==> config.mk <==
export PLATFORM = sky130hd
export DESIGN_NAME = sadd_top
export DESIGN_NICKNAME = d
export VERILOG_FILES = /design/src/rtl/sadd_pkg.sv /design/src/rtl/sadd_ctrl.sv /design/src/rtl/sadd_dp.sv /design/src/rtl/sadd_top.sv
export SDC_FILE = /design/constraint.sdc
export NUM_CORES = 1
export LEC_CHECK = 0
export BUFFER_PORTS_ARGS = -buffer_cell sky130_fd_sc_hd__buf_4
export CORE_AREA = 2 2 39 41
export DETAILED_ROUTE_END_ITERATION = 8
export DIE_AREA = 0 0 41 43
export GPL_TIMING_DRIVEN = 0
export PLACE_DENSITY_LB_ADDON = 0.2
export SETUP_SLACK_MARGIN = 0.5
export SLEW_MARGIN = 20
export SYNTH_ARGS = -nofsm -noshare
export SYNTH_HDL_FRONTEND = slang
export SYNTH_SLANG_ARGS = --single-unit
==> constraint.sdc <==
create_clock -name clk -period 1.2 [get_ports clk]
set_input_delay 0.06 -clock clk [delete_from_list [all_inputs] [get_ports clk]]
set_output_delay 0.06 -clock clk [all_outputs]
set_load 0.02 [all_outputs]
==> src/rtl/sadd_pkg.sv <==
package sadd_pkg;
  typedef struct packed {
    logic advance;
    logic clearCarry;
  } saddStrobe_t;
endpackage

==> src/rtl/sadd_ctrl.sv <==
module sadd_ctrl
  import sadd_pkg::*;
(
  input  logic        clk,
  input  logic        rst,
  input  logic        inValid,
  input  logic        inFirst,
  output saddStrobe_t strobe,
  output logic        validOut,
  output logic        firstOut
);
  always_comb begin
    strobe.advance    = inValid;
    strobe.clearCarry = inValid & inFirst;
  end

  always_ff @(posedge clk) begin
    if (rst) begin
      validOut <= 1'b0;
      firstOut <= 1'b0;
    end else begin
      validOut <= inValid;
      if (inValid) firstOut <= inFirst;
    end
  end
endmodule

==> src/rtl/sadd_dp.sv <==
module sadd_dp
  import sadd_pkg::*;
#(
  parameter int LANES = 1
) (
  input  logic              clk,
  input  logic              rst,
  input  saddStrobe_t       strobe,
  input  logic [LANES-1:0]  opA,
  input  logic [LANES-1:0]  opB,
  output logic [LANES-1:0]  sumOut
);
  for (genvar ln = 0; ln < LANES; ln++) begin : g_lane
    logic carryQ;
    logic carryIn;
    logic sumBit;
    logic carryNext;

    always_comb begin
      carryIn   = strobe.clearCarry ? 1'b0 : carryQ;
      sumBit    = opA[ln] ^ opB[ln] ^ carryIn;
      carryNext = (opA[ln] & opB[ln]) | (opA[ln] & carryIn) | (opB[ln] & carryIn);
    end

    always_ff @(posedge clk) begin
      if (rst) begin
        carryQ     <= 1'b0;
        sumOut[ln] <= 1'b0;
      end else if (strobe.advance) begin
        carryQ     <= carryNext;
        sumOut[ln] <= sumBit;
      end
    end
  end
endmodule

==> src/rtl/sadd_top.sv <==
module sadd_top
  import sadd_pkg::*;
#(
  parameter int LANES = 1
) (
  input  logic             clk,
  input  logic             rst,
  input  logic             inValid,
  input  logic             inFirst,
  input  logic [LANES-1:0] opA,
  input  logic [LANES-1:0] opB,
  output logic             validOut,
  output logic             firstOut,
  output logic [LANES-1:0] sumOut
);
  saddStrobe_t strobe;

  sadd_ctrl u_ctrl (
    .clk      (clk),
    .rst      (rst),
    .inValid  (inValid),
    .inFirst  (inFirst),
    .strobe   (strobe),
    .validOut (validOut),
    .firstOut (firstOut)
  );

  sadd_dp #(.LANES(LANES)) u_dp (
    .clk    (clk),
    .rst    (rst),
    .strobe (strobe),
    .opA    (opA),
    .opB    (opB),
    .sumOut (sumOut)
  );
endmodule

* After elaboration in Yosys (flattened, before gate mapping)
Cells that the tools add are included.
** Storage, ports and cells
- Register bits :: 4
- Latch bits :: 0
- RAM bits :: 0
- Bits in read-only memories :: 0
- Word-level logic and storage cells :: 13
- Memories kept :: 0
** Operators by class
- $add $sub $neg :: 0
- $mul :: 0
- Divide/modulo/power cells :: 0
- Order comparisons :: 0
- Eq/ne operators :: 0
- Shifts and indexed selects :: 0
- Multiplexer cells :: 1
- Bitwise gates (word level) :: 8
- Reductions and logical operators :: 0
** Operators by type and width (count)
- $and 1x1->1 :: 4
- $or 1x1->1 :: 2
- $xor 1x1->1 :: 2
- $mux 1 :: 1

* Logic depth before layout (Yosys ltp)
- Depth in word-level cells :: 5
- Depth in mapped cells :: 4
- Gate-level depth less buffers :: 4

* By module
From an unflattened synthesis, not the netlist that was laid out.
** Unflattened totals
- Cells, all modules :: 17
- Area total of the unflattened synthesis :: 171.4 sq um
** Modules (own cells, without submodules)
- sadd_dp :: times used 1, cells an instance 10, area each 96.3 sq um, sequential area each 40.0 sq um
- sadd_ctrl :: times used 1, cells an instance 7, area each 75.1 sq um, sequential area each 40.0 sq um

* Least setup slack after synthesis
Ideal clock, no wire load.
- Kind :: reg2reg
- Start point :: reg u_dp.g_lane[0].carryQ
- End point :: reg u_dp.sumOut
- Data arrival time :: 982 ps
- Required time :: 1114 ps
- Path slack :: 132 ps
- Stages on the path, launching flop included :: 4
- Clock period less this slack :: 1068 ps
- Path through :: dfxtp_1 nand2_1 fa_1 a211oi_1
** On the way
- Cells in the longest elaborated chain, start to end :: 2
** RTL lines
- start, declared :: RTL line sadd_dp.sv:14 : logic carryQ;
- start signal, assigned :: RTL line sadd_dp.sv:30 : carryQ <= carryNext;
- $mux 1 :: RTL line sadd_dp.sv:20 : carryIn = strobe.clearCarry ? 1'b0 : carryQ;
- $xor 1x1->1 :: RTL line sadd_dp.sv:21 : sumBit = opA[ln] ^ opB[ln] ^ carryIn;
- end signal, assigned by index :: RTL line sadd_dp.sv:31 : sumOut[ln] <= sumBit;
- end, declared :: RTL line sadd_dp.sv:11 : output logic [LANES-1:0] sumOut
Every way passes these cells.
A chain may end at the register's enable or synchronous reset.

* Worst setup path in the final report
Same ends and word-level chain as after synthesis.

==> impl_metrics.py <==
metrics = {
    "timing": {
        "max_slew.worst_pin.slew_ns": 0.143,
        "finalMaxSlewViolations": 0,
        "hold_viol_final": 0,
        "final.setup.tns_ns": 0,
        "rsz0062_at_grt": "true",
        "fin_worst_skew_ns": 0.00403,
        "min_period_over_period_pct": 89.4,
        "period_needed_ns": 1.07,
        "setup_viol": 0,
        "slew_headroom_pct": 90.5,
        "max_freq_ghz": 0.932,
    },
    "pwr": {
        "internal_power_mw": 0.293,
        "peakVddDrop_v": 0.000315,
        "power_density_nw_per_um2": 1300,
        "p_sw_share_pct": 23.4,
        "p_comb_share_pct": 17.7,
        "p_clk_share_pct": 43.1,
        "power.switching_mw": 0.0895,
        "p_leak_nw": 0.128,
        "pwr-share-seq_pct": 39.1,
    },
    "clock_network": {
        "clk_latency_ns": 0.23,
        "clkTransAtPathRegs_ns": 0.04,
        "cts_buffers": 3,
        "clock_path_buffers": 2,
        "htreeDepth": 1,
        "root_buffer": "clkbuf_4",
        "clock_sinks": 4,
        "cts_tree": "built",
    },
    "final_layout": {
        "num-nets-final": 37,
        "final_common_cell": "buf_4",
        "syn_to_final_growth_pct": 90.3,
        "drive_gt1_share_pct": 67.9,
        "design_area_um2": 295,
        "finish.utilization_pct": 21.3,
        "num-fill-cells": 152,
        "final_cell_mix": "buf_4 (6), clkbuf_4 (3), buf_6 (3), dfxtp_2 (3)",
        "antennaDiodeCount": 0,
    },
    "drt": {
        "antenna_left": 0,
        "drt-initial-drc-count": 5,
        "drc_errors": 0,
        "via_count": 147,
        "drt_pass1_iterations": 4,
        "wl_per_cell_um": 7.95,
        "routed_wl_um": 350,
        "vias_per_cell": 3.34,
    },
    "global_route": {
        "grtUsageTotal_pct": 5.54,
        "grt_pass1_wl_um": 552,
        "grt_max_degree": 8,
        "grt_pass1_vias": 148,
        "grt-ovfl-total": 0,
        "antenna_found_initial": 0,
    },
    "place": {
        "placed_area_um2": 246,
        "gp_congestion": 0.654,
        "port_buffers": 8,
    },
    "logic_synthesis": {
        "synth.area.top_cells": "dfxtp_1 (52%), fa_1 (13%), a211oi_1 (9.7%), inv_1 (4.8%), nand2_1 (4.8%)",
        "syn_nets": 23,
        "netlist_area_um2": 155,
        "syn-mean-instance-area_um2": 9.70,
        "postSynthCellCount": 16,
        "ys_ff_latch": 4,
        "yosysTopAreaCell": "dfxtp_1",
        "synth_top_area_share_pct": 51.6,
        "synth_cell_types": 9,
        "synth_seq_area_share_pct": 51.6,
        "ys_warn_count": 0,
    },
    "setup_path": {
        "cp_max_fo": 2,
        "critPathKind": "flip-flop to flip-flop",
        "critPathLaunchType": "flip-flop",
        "end_kind": "flip-flop",
        "cp.arrival_ns": 1.19,
        "path_cells": "nand2_2 > fa_2 > a211oi_2",
        "slowest_stage": "fa_2",
        "required_ns": 1.32,
        "slowest_delay_ns": 0.52,
    },
    "outcome": {
        "status": "complete, no violations",
    },
    "die": {
        "row_count": 14,
        "coreArea_um2": 1380,
        "die_y_um": 43,
        "initial_utilization_pct": 11.2,
        "ios": 9,
        "die-area_um2": 1760,
        "die_x_um": 41,
    },
    "job": {
        "maxCapViolCount": 0,
    },
    "worst_hold_path": {
        "hp-class": "primary input to flip-flop",
    },
}
[synthesized netlist by cell type]
master,n
fa_1,1
dfxtp_1,4
nand2_1,2
nor2b_1,1
a21oi_1,1
nor2_1,2
inv_1,2
nand2b_1,1
a211oi_1,2
[area by class of cell]
type | count | area (um^2) | area share [%]
Inverter | 2 | 7.51 | 2.54
Multi-Input combinational cell | 10 | 82.6 | 28.0
Sequential cell | 4 | 83.8 | 28.4
Timing Repair Buffer | 9 | 78.8 | 26.7
Clock buffer | 3 | 22.5 | 7.63
Tap cell | 16 | 20.0 | 6.78
[worst max-delay path: cells and delay by family, from the launching register on]
family          cells  cell delay (ns)
fa+ha+maj           1             0.52
flops               1             0.33
compound gates      1             0.06
simple gates        1             0.05
[stage by stage]
step	setup WS [ns]	instances	total power, mW	hold WS (ns)
finish	0.127	44	0.383	0.00830
CTS	0.117	44	0.399	-0.00306
global placement	0.144	40	0.207	0.245
floorplan	0.171	16	0.177	0.117
detailed placement	0.127	40	0.208	0.248
global route	0.0958	44	0.405	0.00949
[power groups by stage]
| stage | clock network, mW | registers [mW] | logic (mW) |
|---|---|---|---|
| after global placement | 0 | 0.150 | 0.0578 |
| after global routing | 0.181 | 0.150 | 0.0737 |
| final | 0.165 | 0.150 | 0.0680 |
| after detailed placement | 0 | 0.150 | 0.0584 |
| after floorplan | 0 | 0.158 | 0.0197 |
| after CTS | 0.180 | 0.150 | 0.0692 |
[registers in the layout (all words and copies together) (netlist names)]
register            cells
u_ctrl.firstOut         1
u_ctrl.validOut         1
u_dp.g_lane.carryQ      1
u_dp.sumOut             1
[per-layer routing]
| layer | GRT usage, % | wire length [um] | vias to the layer above | share of wire [%] |
|---|---|---|---|---|
| met5 | 0 | 0 | - | 0 |
| met4 | 6.00 | 0 | 0 | 0 |
| met3 | 4.71 | 53 | 0 | 15 |
| met2 | 5.31 | 137 | 9 | 39 |
| met1 | 6.49 | 159 | 63 | 45 |
| li1 | - | - | 75 | - |
[logic make-up (layout without fill, tap and decap cells)]
| family | after synthesis | after routing | share of synthesized area [%] |
|---|---|---|---|
| AND/OR/NAND/NOR | 6 | 6 | 17.8 |
| flip-flops | 4 | 4 | 51.6 |
| AO/OA/AOI/OAI | 3 | 3 | 12.9 |
| buffers and inverters | 2 | 14 | 4.84 |
| adder cells (fa/ha/maj) | 1 | 1 | 12.9 |
[path summary, 6_finish.rpt]
kind	depth (start not counted)	end	slack, ns	from
min reg2reg	2	u_dp.g_lane[0].carryQ	0.52	u_dp.g_lane[0].carryQ
max	3	u_dp.sumOut	0.13	u_dp.g_lane[0].carryQ
min	2	u_dp.g_lane[0].carryQ	0.008	rst
max reg2reg	3	u_dp.sumOut	0.13	u_dp.g_lane[0].carryQ
[repair_timing]
item,CTS,global route
pin swaps,1,0
hold endpoints to repair,1,0
endpoints found under the setup margin,5,6
gates resized for setup,6,0
buffers inserted,1,0
No activity file was read; power rests on OpenSTA's default activity.
